`src/rtl/thermo_alarm_pkg.sv`:
```
package thermo_alarm_pkg;
  localparam int unsigned QSEL_W = 2;
  localparam int unsigned QCNT_W = 3;

  typedef enum logic {
    ARM_RISE = 1'b0,
    ARM_FALL = 1'b1
  } arm_e;

  function automatic logic [QCNT_W-1:0] queue_depth(input logic [QSEL_W-1:0] sel);
    unique case (sel)
      2'd0:    return QCNT_W'(1);
      2'd1:    return QCNT_W'(2);
      2'd2:    return QCNT_W'(4);
      default: return QCNT_W'(6);
    endcase
  endfunction
endpackage

```
`src/rtl/ta_limit_cmp.sv`:
```
module ta_limit_cmp #(
  parameter int unsigned W          = 16,
  parameter bit          SIGNED_CMP = 1'b1
) (
  input  logic [W-1:0] temp_i,
  input  logic [W-1:0] trip_lim_i,
  input  logic [W-1:0] hyst_lim_i,
  output logic         above_trip_o,
  output logic         below_hyst_o
);
  if (SIGNED_CMP) begin : g_signed
    assign above_trip_o = $signed(temp_i) > $signed(trip_lim_i);
    assign below_hyst_o = $signed(temp_i) < $signed(hyst_lim_i);
  end else begin : g_unsigned
    assign above_trip_o = temp_i > trip_lim_i;
    assign below_hyst_o = temp_i < hyst_lim_i;
  end
endmodule

```
`src/rtl/ta_fault_queue.sv`:
```
module ta_fault_queue
  import thermo_alarm_pkg::*;
(
  input  logic              clk_i,
  input  logic              rst_ni,
  input  logic              clr_i,
  input  logic              evt_i,
  input  logic              fault_i,
  input  logic [QSEL_W-1:0] qsel_i,
  output logic              hit_o
);
  logic [QCNT_W-1:0] cnt_q;
  logic [QCNT_W-1:0] depth_m1;

  assign depth_m1 = queue_depth(qsel_i) - QCNT_W'(1);
  // >= keeps a shrinking depth select from wrapping the count
  assign hit_o    = evt_i & fault_i & (cnt_q >= depth_m1);

  always_ff @(posedge clk_i or negedge rst_ni) begin
    if (!rst_ni) begin
      cnt_q <= '0;
    end else if (clr_i) begin
      cnt_q <= '0;
    end else if (evt_i) begin
      if (fault_i && !hit_o) cnt_q <= cnt_q + QCNT_W'(1);
      else                   cnt_q <= '0;
    end
  end
endmodule

```
`src/rtl/ta_alarm_ctrl.sv`:
```
module ta_alarm_ctrl
  import thermo_alarm_pkg::*;
(
  input  logic clk_i,
  input  logic rst_ni,
  input  logic int_mode_i,
  input  logic above_trip_i,
  input  logic below_hyst_i,
  input  logic reg_read_i,
  input  logic shdn_enter_i,
  input  logic hit_i,
  output logic fault_o,
  output logic mode_chg_o,
  output logic alarm_o
);
  arm_e arm_q;
  logic alarm_q;
  logic mode_q;
  logic want_fall;
  logic int_clr;

  assign mode_chg_o = int_mode_i ^ mode_q;
  // which edge counts as a fault: falling after a set (thermostat) or per arming
  assign want_fall  = int_mode_i ? (arm_q == ARM_FALL) : alarm_q;
  // latched interrupt holds off evaluation until cleared
  assign fault_o    = ~(int_mode_i & alarm_q) &
                      (want_fall ? below_hyst_i : above_trip_i);
  assign int_clr    = int_mode_i & (reg_read_i | shdn_enter_i);

  always_ff @(posedge clk_i or negedge rst_ni) begin
    if (!rst_ni) begin
      alarm_q <= 1'b0;
      arm_q   <= ARM_RISE;
      mode_q  <= 1'b0;
    end else begin
      mode_q <= int_mode_i;
      if (mode_chg_o) begin
        alarm_q <= 1'b0;
        arm_q   <= ARM_RISE;
      end else if (int_mode_i) begin
        alarm_q <= (alarm_q & ~int_clr) | hit_i;
        if (hit_i) arm_q <= (arm_q == ARM_RISE) ? ARM_FALL : ARM_RISE;
      end else begin
        alarm_q <= alarm_q ^ hit_i;
      end
    end
  end

  assign alarm_o = alarm_q;
endmodule

```
`src/rtl/thermo_alarm.sv`:
```
module thermo_alarm
  import thermo_alarm_pkg::*;
#(
  parameter int unsigned TEMP_W = 16
) (
  input  logic              clk_i,
  input  logic              rst_ni,
  input  logic              conv_done_i,
  input  logic [TEMP_W-1:0] temp_i,
  input  logic [TEMP_W-1:0] trip_lim_i,
  input  logic [TEMP_W-1:0] hyst_lim_i,
  input  logic              int_mode_i,
  input  logic              act_high_i,
  input  logic [1:0]        queue_sel_i,
  input  logic              reg_read_i,
  input  logic              shdn_enter_i,
  output logic              alarm_o,
  output logic              pin_low_o
);
  logic above_trip, below_hyst;
  logic fault, hit, mode_chg, alarm;

  ta_limit_cmp #(.W(TEMP_W), .SIGNED_CMP(1'b1)) u_cmp (
    .temp_i       (temp_i),
    .trip_lim_i   (trip_lim_i),
    .hyst_lim_i   (hyst_lim_i),
    .above_trip_o (above_trip),
    .below_hyst_o (below_hyst)
  );

  ta_fault_queue u_queue (
    .clk_i   (clk_i),
    .rst_ni  (rst_ni),
    .clr_i   (mode_chg),
    .evt_i   (conv_done_i),
    .fault_i (fault),
    .qsel_i  (queue_sel_i),
    .hit_o   (hit)
  );

  ta_alarm_ctrl u_ctrl (
    .clk_i        (clk_i),
    .rst_ni       (rst_ni),
    .int_mode_i   (int_mode_i),
    .above_trip_i (above_trip),
    .below_hyst_i (below_hyst),
    .reg_read_i   (reg_read_i),
    .shdn_enter_i (shdn_enter_i),
    .hit_i        (hit),
    .fault_o      (fault),
    .mode_chg_o   (mode_chg),
    .alarm_o      (alarm)
  );

  assign alarm_o   = alarm;
  // active low pulls the pin while asserted; active high pulls it while idle
  assign pin_low_o = alarm ^ act_high_i;
endmodule

```
`config.mk`:
```
export PLATFORM = sky130hd
export DESIGN_NAME = thermo_alarm
export DESIGN_NICKNAME = d
export VERILOG_FILES = /design/src/rtl/thermo_alarm_pkg.sv /design/src/rtl/ta_limit_cmp.sv /design/src/rtl/ta_fault_queue.sv /design/src/rtl/ta_alarm_ctrl.sv /design/src/rtl/thermo_alarm.sv
export SDC_FILE = /design/constraint.sdc
export NUM_CORES = 1
export LEC_CHECK = 0
export ABC_AREA = 1
export ABC_CLOCK_PERIOD_IN_PS = 4580
export BUFFER_PORTS_ARGS = -buffer_cell sky130_fd_sc_hd__clkbuf_2
export CAP_MARGIN = 20
export CORE_MARGIN = 8
export CORE_UTILIZATION = 51
export CTS_CLUSTER_SIZE = 20
export DETAILED_ROUTE_END_ITERATION = 8
export PLACE_DENSITY = 0.86
export SYNTH_ARGS = -nofsm -noshare
export SYNTH_HDL_FRONTEND = slang
export SYNTH_SLANG_ARGS = --single-unit
```
`constraint.sdc`:
```
create_clock -name clk_i -period 4.58 [get_ports clk_i]
set_input_delay 1.374 -clock clk_i [delete_from_list [all_inputs] [get_ports clk_i]]
set_output_delay 1.374 -clock clk_i [all_outputs]
set_load 0.05 [all_outputs]
```
# Yosys cells after proc, flatten, opt, wreduce, memory -nomap -nowiden
# Cells that the tools add are included.
dict set report word_totals {
  in_bits 57
  register_bits 6
}
dict set report classes {
  eq_ne 2
  bitwise 13
  n_reduce_logical 7
  n_mux 12
  n_lt_le_gt_ge 3
  n_addsub 2
}
# cell n
set ops {}
lappend ops {{16-bit > comparator} 1}
lappend ops {{16-bit < comparator} 1}
lappend ops {{3-bit two-way mux} 3}
lappend ops {{3-bit case mux with 3 select lines} 1}
lappend ops {{1-bit two-way mux} 8}
lappend ops {{1-bit bitwise AND} 6}
lappend ops {{2-bit nonzero test} 3}
lappend ops {{3-bit by 1-bit adder with 3-bit output (second input constant)} 1}
lappend ops {{3-bit >= comparator} 1}
lappend ops {{3-bit by 1-bit subtractor with 3-bit output (second input constant)} 1}
lappend ops {{1-bit bitwise XOR} 3}
lappend ops {{2-bit by 1-bit equality test with 1-bit output (second input constant)} 1}
lappend ops {{2-bit equality test (second input constant)} 1}
lappend ops {{2-bit zero test} 1}
lappend ops {{1-bit inverter} 2}
lappend ops {{1-bit OR} 2}
lappend ops {{2-bit AND reduction} 1}
lappend ops {{1-bit logical AND} 1}
lappend ops {{1-bit zero test} 1}

# Depth between registers and ports, before layout
# Gate-level depths: netlist of run 1.
dict set report logic_depth {
  word_depth 10
  depth_mapped 19
}

# Modules after synthesis
# A second synthesis of run 1 with hierarchy kept.
dict set report unflattened {
  cells_unflattened 208
  area_unflattened_um2 1318.8
}
# module cells_per_inst seq_area_each_um2 area_per_inst_um2 instances
set modules_own_cells {}
lappend modules_own_cells {ta_limit_cmp 142 0.0 857.1 1}
lappend modules_own_cells {ta_fault_queue 35 75.1 256.5 1}
lappend modules_own_cells {ta_alarm_ctrl 26 75.1 186.4 1}
lappend modules_own_cells {thermo_alarm 5 0.0 18.8 1}

# Worst setup path before layout of run 1
# No wires, ideal clock.
dict set report synth_path {
  kind {in2out}
  from {input act_high_i}
  to {output pin_low_o}
  setup_slack_ps 1083
  arrival_time_ps 2123
  path_buffers 0
  required_ps 3206
  cell_stages 1
  path_cell_list {xor2_1}
}
dict set report synth_via {
  elab_chain_len 1
}
# item line
set synth_rtl {}
lappend synth_rtl {{start, declared} thermo_alarm.sv:13} ;# input logic act_high_i,
lappend synth_rtl {{1-bit bitwise XOR} thermo_alarm.sv:57} ;# assign pin_low_o = alarm ^ act_high_i;
lappend synth_rtl {{end, declared} thermo_alarm.sv:18} ;# output logic pin_low_o
# Every way passes these cells.

# Final worst setup path of run 1
# Same ends and word-level chain as after synthesis.

==> run_results.csv, run 1 <==
group,metric,value,unit
status,outcome,"complete, no violations",
die,placement_rows,18,
cts,cts_buf_count,3,
die,floorplan.initialDensity,0.5352,
pwr,cellLeakagePower,1.154,nW
sta,drv_slew,0,
cts,clk_transition_reported_paths,0.04,ns
sta,worst_clock_skew,0.001493,ns
die,die_h,66.76,um
synth,syn_nets,300,
placed_design,dpl.hpwl,2.696,mm
synth,synth_async_sr_flop_share,1.000,
cts,ctsResizeCount,0,
worst_setup_path,cpPeakStageDelay,0.30,ns
synth,syn-mean-instance-area,6.347,um^2
layout,flow.area_growth_from_synthesis,26.67,%
worst_setup_path,crit_path_top_delay_cell,"sky130_fd_sc_hd__clkbuf_2",
cts,cts_hold_buffers,0,
grt,overflow,0,
synth,ys_ff_latch,6,
grt,via_count_of_the_first_global_routing_pass,1358,
placed_design,dpl-instance-area,1642,um^2
worst_setup_path,timing.critical_path.to_type,"primary output",
synth,count_of_mapped_cells_out_of_synthesis,207,
sta,setup_viol,0,
placed_design,placedCellCount,295,
worst_setup_path,ff2ff_path_depth,10,
sta,final_period_minus_worst_setup_slack,3.274,ns
sta,max_clock_freq,305.5,MHz
layout,antennaDiodeCount,0,
grt,grt_max_degree,7,
routing,routed_wire_length_per_instance,9.453,um
cts,cts-root-buf,"sky130_fd_sc_hd__clkbuf_4",
synth,synth_area_leader_cell,"sky130_fd_sc_hd__ha_1",
layout,post_route_cells_drive_above_1_share,0.2649,
worst_setup_path,arrival,1.90,ns
layout,finish.utilization,0.6779,
worst_setup_path,worst-path-max-fanout,1,
cts,clkLatencyLatePin,0.23,ns
synth,synth_cell_type_count,22,
pwr,vdd_drop_max,0.0001981,V
worst_setup_path,critPathKind,"input pin to primary output",
job,number_of_maximum_capacitance_violations,0,
routing,firstDrtPassIters,4,
hold_path,worstHoldPathCells,2,
cts,cts.sink_count,6,
placed_design,routabilityCongestion,0.7890,
routing,detail_route.vias_per_cell,4.671,
grt,grt_antenna_before_repair,0,
sta,rsz0062_at_grt,"false",
synth,yosysWarnings,0,
synth,number_of_flops_mapped_to_enable_cells_by_yosys,0,
synth,synth.top_cells.by_area,"sky130_fd_sc_hd__ha_1, sky130_fd_sc_hd__nand2_1, sky130_fd_sc_hd__inv_1",
routing,via_count,1392,
cts,cts_tree,"yes",
layout,multi_input_area,957.2,um^2
routing,drt_drc_violations_left,0,
layout,fin_cells,298,
routing,postRouteAntennaNets,0,
cts,cts.path.max_buffers,2,
layout,filler_cell_count,242,
placed_design,dp_slack,1.293,ns
die,top_level_ports,59,
synth,main_flop_type_after_synthesis,"sky130_fd_sc_hd__dfrtp_1",
sta,post-route-period-util,0.7148,
routing,starting_drc_count_in_detailed_routing,28,
worst_setup_path,critical_path_required,3.21,ns
grt,track_usage,0.1316,
worst_setup_path,cpMostUsedCell,"sky130_fd_sc_hd__clkbuf_2",
placed_design,port-buffer-count,58,
sta,normalized_max_slew_margin,0.8215,
sta,finalSetupTns,0,ns
synth,synth.cell_area,1314,um^2
cts,post-cts-setup-buffers,0,
synth,yosysTopAreaCellShare,0.3429,
layout,final-seq-area,150.1,um^2
die,placeableCoreArea,2455,um^2
layout,nNetsFinal,363,
sta,final-hold-violation-count,0,
sta,tightest_slew,0.2650,ns
grt,first_pass_grt_wire_length,4.961,mm
worst_setup_path,start_kind,"input pin",
layout,design_area,1664,um^2
hold_path,holdCritPathClass,"register to register",
synth,post-synth-top-count-cell,"sky130_fd_sc_hd__nand2_1",
die,fp.dieW,66.76,um
routing,routed_wirelength,2.817,mm
sta,finalWorstSetupSlack,1.306,ns
synth,synth_top_cells_by_count,"sky130_fd_sc_hd__nand2_1, sky130_fd_sc_hd__inv_1, sky130_fd_sc_hd__ha_1",
die,die_area,4456,um^2
worst_setup_path,timing.critical_path.cells,"clkbuf_2 -> xor2_1 -> clkbuf_2",
pwr,cellPowerDensity,165.5,nW/um^2
synth,synth_seq_area_share,0.1143,
cts,cts.htree.levels,1,
[cell families after synthesis]
family | synth area share
compound gates | 0.08572
buf+inv | 0.1571
fa+ha+maj | 0.3429
simple gates | 0.2867
xor+xnor | 0.01334
flops | 0.1143
[flip-flops by register name, indices dropped and copies added (netlist names)]
signal	cells
u_queue.cnt_q	3
u_ctrl.alarm_o	1
u_ctrl.arm_q	1
u_ctrl.mode_q	1
[final timing paths]
| path | end | startpoint | slack, ns |
|---|---|---|---|
| setup / recovery | pin_low_o | act_high_i | 1.31 |
| setup reg to reg | u_ctrl.arm_q | u_queue.cnt_q[2] | 2.99 |
| hold reg to reg | u_ctrl.arm_q | u_ctrl.arm_q | 0.49 |
| min in group asynchronous | u_ctrl.arm_q | rst_ni | 0.95 |
| hold / removal | u_ctrl.arm_q | u_ctrl.arm_q | 0.49 |
| max in group asynchronous | u_queue.cnt_q[1] | rst_ni | 3.48 |
[where the power goes]
group	leakage, nW	switching (W)	internal [W]	total, W
clock network	0.0138	0.0000149	0.0000294	0.0000442
logic	1.06	0.0000910	0.0000706	0.000162
registers	0.0789	0.00000752	0.0000620	0.0000696
total	1.15	0.000113	0.000162	0.000275
[through the flow]
step                      hold WS, ns   power, W
after floorplan                0.4575  0.0001818
after global placement         0.4950  0.0002284
after detailed placement       0.4876  0.0002338
after CTS                      0.4966  0.0002803
after global routing           0.5322  0.0003129
final                          0.4947  0.0002753
[worst max-delay path: cells and delay by family]
kind                      cells  cell delay [ns]
buffers and inverters         2             0.39
xor gates and xnor gates      1             0.14
[layout by cell type, fill, tap and decap left out, drive strengths merged]
cell    count
nand2      56
dfrtp       6
o21ai       5
o21bai      1
inv        54
nand3       9
nand4       3
nor3        2
o211ai      1
clkbuf     61
xor2        2
clkinv      1
or2         1
a21o        1
a21oi      13
ha         36
nor2       15
nand3b      1
[per-layer routing]
metal,part of all wire,GRT usage
met5,0,0
met4,0.0018,0.03200
met3,0.083,0.02181
met2,0.47,0.2521
met1,0.44,0.1437
[layout make-up]
cell class / count / share of cell area
multi-input combinational: 146 / 0.5752
timing repair buffer: 58 / 0.1744
inverter: 55 / 0.1241
sequential: 6 / 0.09023
tap: 30 / 0.02256
clock buffer: 3 / 0.01353
No activity file was read; power rests on OpenSTA's default activity.
==> run 2, diff against run 1 <==
Settings changed: ABC_AREA 1 to 0, ABC_CLOCK_PERIOD_IN_PS 4580 to 2800, CORE_UTILIZATION 51 to 42, PLACE_DENSITY 0.86 to 0.76.
Clock period 4.58 ns to 2.8 ns, I/O delays scaled along.
==> run 2 against run 1 <==
Non-clock buffer count rose by 8. Cell count fell by 14%. First-iteration DRC count fell by 14%. Cell area rose by 0.15%. Sequential power rose by 49%. Via count fell by 9.8%. Critical endpoint is now u_queue.cnt_q[1].
==> run_results.csv, run 2 <==
group,metric,value,unit
status,outcome,"complete, no violations",
grt,track_usage,0.1207,
sta,post-route-period-util,0.9562,
layout,mostFrequentLayoutCell,"sky130_fd_sc_hd__clkbuf_2",
cts,cts.path.max_buffers,2,
synth,ys_ff_latch,6,
worst_setup_path,worst-path-max-fanout,7,
synth,post-synth-top-count-cell,"sky130_fd_sc_hd__ha_1",
die,fp.dieW,70.56,um
routing,starting_drc_count_in_detailed_routing,24,
pwr,power.clock.fraction,0.184,
pwr,cellInternalPower,0.0002595,W
sta,normalized_max_slew_margin,0.6997,
pwr,power.net_switching,0.0001561,W
synth,synth-xor-area-share,0.007007,
cts,clk_transition_reported_paths,0.04,ns
routing,routed_wire_length_per_instance,11.76,um
sta,finalWorstSetupSlack,0.1226,ns
hold_path,holdCritPathClass,"input pin to async pin",
cts,cts_buf_count,3,
routing,postRouteAntennaNets,0,
layout,antennaDiodeCount,0,
synth,main_flop_type_after_synthesis,"sky130_fd_sc_hd__dfrtp_1",
worst_setup_path,timing.rr.end,"u_queue.cnt_q[1]",
synth,yosysTopAreaCellShare,0.3604,
cts,cts_tree,"yes",
layout,highest_count_cells_in_the_layout_ignoring_fill_and_taps,"sky130_fd_sc_hd__clkbuf_2, sky130_fd_sc_hd__ha_1, sky130_fd_sc_hd__inv_1, sky130_fd_sc_hd__nand2_1",
pwr,vdd_drop_max,0.0003673,V
layout,flow.area_growth_from_synthesis,33.33,%
grt,overflow,0,
layout,filler_cell_count,254,
layout,design_area,1667,um^2
synth,synth.top_cells.by_area,"sky130_fd_sc_hd__ha_1, sky130_fd_sc_hd__dfrtp_1, sky130_fd_sc_hd__inv_1",
sta,worst_clock_skew,0.0006503,ns
die,die_h,70.56,um
pwr,power.combinational.fraction,0.567,
worst_setup_path,crit-reg2reg-launch,"u_ctrl.alarm_o",
worst_setup_path,reg2reg_setup_slack,0.83,ns
worst_setup_path,start_kind,"input pin",
cts,cts_hold_buffers,0,
placed_design,port-buffer-count,58,
pwr,net_switching_fraction_of_the_power,0.3757,
worst_setup_path,timing.critical_path.to_type,"register",
placed_design,placedCellCount,253,
sta,final_period_minus_worst_setup_slack,2.677,ns
die,floorplan.initialDensity,0.4494,
placed_design,routabilityCongestion,0.8427,
sta,drv_slew,0,
layout,fin_cells,256,
cts,post-cts-setup-buffers,0,
worst_setup_path,ff2ff_path_depth,7,
synth,number_of_flops_mapped_to_enable_cells_by_yosys,0,
synth,synth_async_sr_flop_share,1.000,
cts,cts-root-buf,"sky130_fd_sc_hd__clkbuf_4",
layout,finish.utilization,0.5992,
worst_setup_path,arrival,2.80,ns
synth,synth_cell_type_count,37,
routing,via_count,1256,
synth,post_synth_and_or_nand_nor_area_fraction,0.2032,
pwr,cellLeakagePower,1.025,nW
worst_setup_path,critical_path.endpoint,"u_queue.cnt_q[1]",
routing,drt_drc_violations_left,0,
pwr,cellPowerDensity,249.4,nW/um^2
job,number_of_maximum_capacitance_violations,0,
placed_design,dp_slack,-0.09431,ns
sta,max_clock_freq,373.5,MHz
synth,syn_nets,249,
layout,largest_register_ff_count,3,
grt,first_pass_grt_wire_length,5.306,mm
worst_setup_path,critical_path_required,2.92,ns
die,die_area,4978,um^2
die,top_level_ports,59,
cts,cts.htree.levels,1,
routing,routed_wirelength,3.011,mm
die,placement_rows,19,
routing,firstDrtPassIters,4,
layout,post_route_cells_drive_above_1_share,0.3467,
cts,ctsResizeCount,0,
synth,post_synthesis_compound_gate_area_fraction,0.2042,
layout,regMostFlops,"u_queue.cnt_q",
synth,count_of_mapped_cells_out_of_synthesis,156,
grt,grt_max_degree,8,
worst_setup_path,setup.worst_path.start,"temp_i[3]",
cts,cts.sink_count,6,
synth,synth_seq_area_share,0.1201,
synth,synth_adder_area_share,0.3604,
synth,synth_area_leader_cell,"sky130_fd_sc_hd__ha_1",
cts,clkLatencyLatePin,0.24,ns
sta,rsz0062_at_grt,"false",
sta,setup_viol,0,
synth,yosysWarnings,0,
synth,syn-mean-instance-area,8.012,um^2
layout,nNetsFinal,320,
synth,muxShareOfSynthArea,0,
synth,synth_top_cells_by_count,"sky130_fd_sc_hd__ha_1, sky130_fd_sc_hd__inv_1, sky130_fd_sc_hd__nand2_1",
placed_design,dpl-instance-area,1639,um^2
grt,grt_antenna_before_repair,0,
worst_setup_path,critPathKind,"input pin to register",
die,placeableCoreArea,2781,um^2
synth,synth_top_family_by_area,"adder cells",
pwr,power.share.sequential,0.249,
sta,final-hold-violation-count,0,
placed_design,dpl.hpwl,2.805,mm
grt,via_count_of_the_first_global_routing_pass,1284,
sta,tightest_slew,0.4463,ns
routing,detail_route.vias_per_cell,4.906,
synth,synth.cell_area,1250,um^2
[run 2: cell count changes in the layout (fill, tap and decap cells not counted), moves of 6 or more]
cell and change:
sky130_fd_sc_hd__inv_1 -17, sky130_fd_sc_hd__nand2b_1 +6, sky130_fd_sc_hd__buf_4 +8, sky130_fd_sc_hd__nand2_1 -43
sky130_fd_sc_hd__nor2_1 -7
[run 2: power groups by stage]
stage | logic [W] | registers (W) | clock network (W)
global route | 0.000270 | 0.000105 | 0.0000877
detailed placement | 0.000235 | 0.000105 | 0
global placement | 0.000232 | 0.000105 | 0
CTS | 0.000237 | 0.000104 | 0.0000805
finish | 0.000236 | 0.000104 | 0.0000764
floorplan | 0.000138 | 0.000108 | 0
[run 2: critical path, stage by stage]
cell	delay (ns)
sky130_fd_sc_hd__clkbuf_2	0.09
sky130_fd_sc_hd__ha_1	0.30
sky130_fd_sc_hd__a21o_1	0.18
sky130_fd_sc_hd__a211o_1	0.29
sky130_fd_sc_hd__o32ai_2	0.25
sky130_fd_sc_hd__a211oi_1	0.14
sky130_fd_sc_hd__a311oi_4	0.37
sky130_fd_sc_hd__nor2_2	0.08
sky130_fd_sc_hd__a22o_1	0.25
[run 2: cells by family after synthesis]
logic type / Yosys count
buf+inv: 35
xor+xnor: 1
flops: 6
compound gates: 32
fa+ha+maj: 36
simple gates: 46
[run 2: worst min-delay path by stage]
stage	slack, ns	to
2_1_floorplan	0.48	u_queue.cnt_q[0]
3_3_place_gp	0.52	u_ctrl.arm_q
3_5_place_dp	0.52	u_ctrl.arm_q
4_1_cts	0.41	u_queue.cnt_q[2]
5_1_grt	0.41	u_ctrl.arm_q
6_report	0.42	u_queue.cnt_q[0]
[run 2: metrics by stage]
stage               TNS, ns  hold WS (ns)  total power (W)
finish                    0        0.4170        0.0004156
global route              0        0.4105        0.0004627
detailed placement  -0.2033        0.5202        0.0003398
CTS                       0        0.4117        0.0004211
global placement    -0.1644        0.5224        0.0003372
floorplan                 0        0.4809        0.0002464
[run 2: layer usage]
layer	wire, um	track usage
met5	0	0
met4	11	0.02407
met3	279	0.04603
met2	1303	0.1962
met1	1417	0.1486
[run 2: layout make-up]
type | count | area, um^2 | area share
multi-input cells | 115 | 973.4 | 0.5841
inverters | 35 | 131.4 | 0.07883
clock buffers | 3 | 22.52 | 0.01351
repair buffers | 66 | 350.3 | 0.2102
flip-flops and latches | 6 | 150.1 | 0.09009
well taps | 31 | 38.79 | 0.02327
==> run 3, diff against run 2 <==
Settings changed: CORE_MARGIN 8 to 2.
==> run 3 against run 2 <==
Worst hold slack got worse by 0.0045 ns. Clock skew increased by 0.0016 ns. Global-route usage increased by 4.0 points. Combinational power about the same. Cell count unchanged. Clock-buffer cell count unchanged. Maximum frequency about the same. Die area decreased by 31%.
==> run_results.csv, run 3 (synthesis results as in run 2) <==
group,metric,value,unit
routing,firstDrtPassIters,4,
sta,post-route-period-util,0.9561,
die,fp.dieW,58.56,um
grt,first_pass_grt_wire_length,4.471,mm
sta,worst_clock_skew,0.002227,ns
grt,grt_util_met1,0.2097,
worst_setup_path,crit-reg2reg-launch,"u_ctrl.alarm_o",
layout,regMostFlops,"u_queue.cnt_q",
worst_setup_path,arrival,2.81,ns
sta,tightest_slew,0.5195,ns
pwr,vdd_drop_max,0.0004313,V
routing,starting_drc_count_in_detailed_routing,11,
sta,final-hold-violation-count,0,
worst_setup_path,timing.rr.end,"u_queue.cnt_q[2]",
cts,cts.path.max_buffers,2,
cts,cts.htree.levels,1,
grt,overflow,0,
worst_setup_path,ff2ff_path_depth,7,
layout,antennaDiodeCount,0,
cts,cts_tree,"yes",
worst_setup_path,cpPeakStageDelay,0.44,ns
worst_setup_path,start_kind,"input pin",
die,die_area,3429,um^2
routing,routed_wirelength,2.731,mm
grt,grt_max_degree,8,
worst_setup_path,critical_path.endpoint,"u_queue.cnt_q[2]",
routing,drt_drc_violations_left,0,
cts,clk_transition_reported_paths,0.04,ns
cts,cts.sink_count,6,
worst_setup_path,worst-path-max-fanout,7,
placed_design,dp_slack,-0.1257,ns
placed_design,dpl.hpwl,2.457,mm
layout,highest_count_cells_in_the_layout_ignoring_fill_and_taps,"sky130_fd_sc_hd__clkbuf_2, sky130_fd_sc_hd__ha_1, sky130_fd_sc_hd__inv_1, sky130_fd_sc_hd__nand2_1",
sta,normalized_max_slew_margin,0.6505,
placed_design,routabilityCongestion,0.8381,
worst_setup_path,reg2reg_setup_slack,0.89,ns
grt,grt_use_met2,0.2825,
layout,nNetsFinal,320,
sta,setup_viol,0,
sta,drv_slew,0,
die,top_level_ports,59,
layout,largest_register_ff_count,3,
cts,cts-root-buf,"sky130_fd_sc_hd__clkbuf_4",
worst_setup_path,cpMostUsedCell,"sky130_fd_sc_hd__a21o_1",
placed_design,dpl-instance-area,1639,um^2
worst_setup_path,critPathKind,"input pin to register",
routing,via_count,1277,
sta,finalWorstSetupSlack,0.1229,ns
die,floorplan.initialDensity,0.4494,
status,outcome,"complete, no violations",
layout,post_route_cells_drive_above_1_share,0.3467,
layout,flow.area_growth_from_synthesis,33.33,%
cts,cts_hold_buffers,0,
pwr,cellPowerDensity,251.8,nW/um^2
sta,max_clock_freq,373.5,MHz
routing,routed_wire_length_per_instance,10.67,um
grt,global_route_layer_with_the_greatest_usage,"met2",
cts,clkLatencyLatePin,0.24,ns
sta,final_period_minus_worst_setup_slack,2.677,ns
worst_setup_path,crit_path_top_delay_cell,"sky130_fd_sc_hd__a311oi_4",
sta,finalSetupTns,0,ns
die,placement_rows,19,
pwr,design_power_total,0.0004197,W
pwr,cellLeakagePower,1.026,nW
worst_setup_path,timing.critical_path.cells,"clkbuf_2 -> ha_1 -> a21o_1 -> a211o_1 -> o32ai_2 -> a211oi_2 -> a311oi_4 -> a211oi_1 -> a21o_1",
routing,detail_route.vias_per_cell,4.988,
sta,rsz0062_at_grt,"true",
worst_setup_path,critical_path_required,2.93,ns
cts,cts_buf_count,3,
worst_setup_path,setup.worst_path.start,"temp_i[3]",
hold_path,holdCritPathClass,"input pin to async pin",
job,number_of_maximum_capacitance_violations,0,
placed_design,port-buffer-count,58,
grt,grt_use_met3,0.02857,
die,placeableCoreArea,2781,um^2
routing,postRouteAntennaNets,0,
grt,via_count_of_the_first_global_routing_pass,1189,
worst_setup_path,timing.critical_path.to_type,"register",
layout,design_area,1667,um^2
grt,track_usage,0.1606,
die,die_h,58.56,um
grt,grt_antenna_before_repair,0,
layout,mostFrequentLayoutCell,"sky130_fd_sc_hd__clkbuf_2",
-- run 3: cell counts in the layout (fill, tap and decap cells not counted) --
No cell type changed its count.
-- run 3: where the power goes --
| part | switching (W) | total [W] | leakage, nW | internal [W] |
|---|---|---|---|---|
| clock network | 0.0000289 | 0.0000773 | 0.0138 | 0.0000483 |
| logic | 0.000121 | 0.000239 | 0.931 | 0.000118 |
| registers | 0.00000844 | 0.000104 | 0.0803 | 0.0000952 |
| total | 0.000158 | 0.000420 | 1.03 | 0.000261 |
-- run 3: area by class of cell --
class | instances | area [um^2]
tap | 31 | 38.79
fill | 245 | 1115
clock buffer | 3 | 22.52
multi-input combinational | 115 | 973.4
inverter | 35 | 131.4
timing repair buffer | 66 | 350.3
sequential | 6 | 150.1
-- run 3: worst min-delay path by stage --
stage	startpoint	to	cells past startpoint	slack, ns
after global placement	u_ctrl.arm_q	u_ctrl.arm_q	2	0.52
final	rst_ni	u_queue.cnt_q[2]	1	0.41
after global routing	rst_ni	u_queue.cnt_q[2]	1	0.42
after floorplan	u_queue.cnt_q[0]	u_queue.cnt_q[0]	1	0.48
after CTS	rst_ni	u_queue.cnt_q[2]	1	0.41
after detailed placement	u_queue.cnt_q[0]	u_queue.cnt_q[0]	1	0.51
-- run 3: per-stage QoR --
| stage | util | cells | hold WS (ns) |
|---|---|---|---|
| 3_5_place_dp | 0.5893 | 253 | 0.5130 |
| 3_3_place_gp | 0.5893 | 253 | 0.5225 |
| 6_report | 0.5992 | 256 | 0.4125 |
| 2_1_floorplan | - | 156 | 0.4809 |
| 4_1_cts | 0.5974 | 256 | 0.4126 |
| 5_1_grt | 0.5992 | 256 | 0.4247 |
-- run 3: critical path: cells and delay by family --
kind                       cells  cell delay, ns
adders and majority gates      1            0.29
buffers and inverters          1            0.09
AOI/OAI and AO/OA              7            1.58
-- run 3: metal layers --
layer | part of all wire | up-vias | wire length (um)
met5 | 0 | - | 0
met4 | 0.012 | 0 | 32
met3 | 0.070 | 4 | 191
met2 | 0.44 | 41 | 1189
met1 | 0.48 | 538 | 1318
li1 | - | 694 | -
-- run 3: repair_timing --
action,4_1_cts,5_1_grt
setup buffers,0,0
resized for setup,0,1
endpoints found under the setup margin,0,3
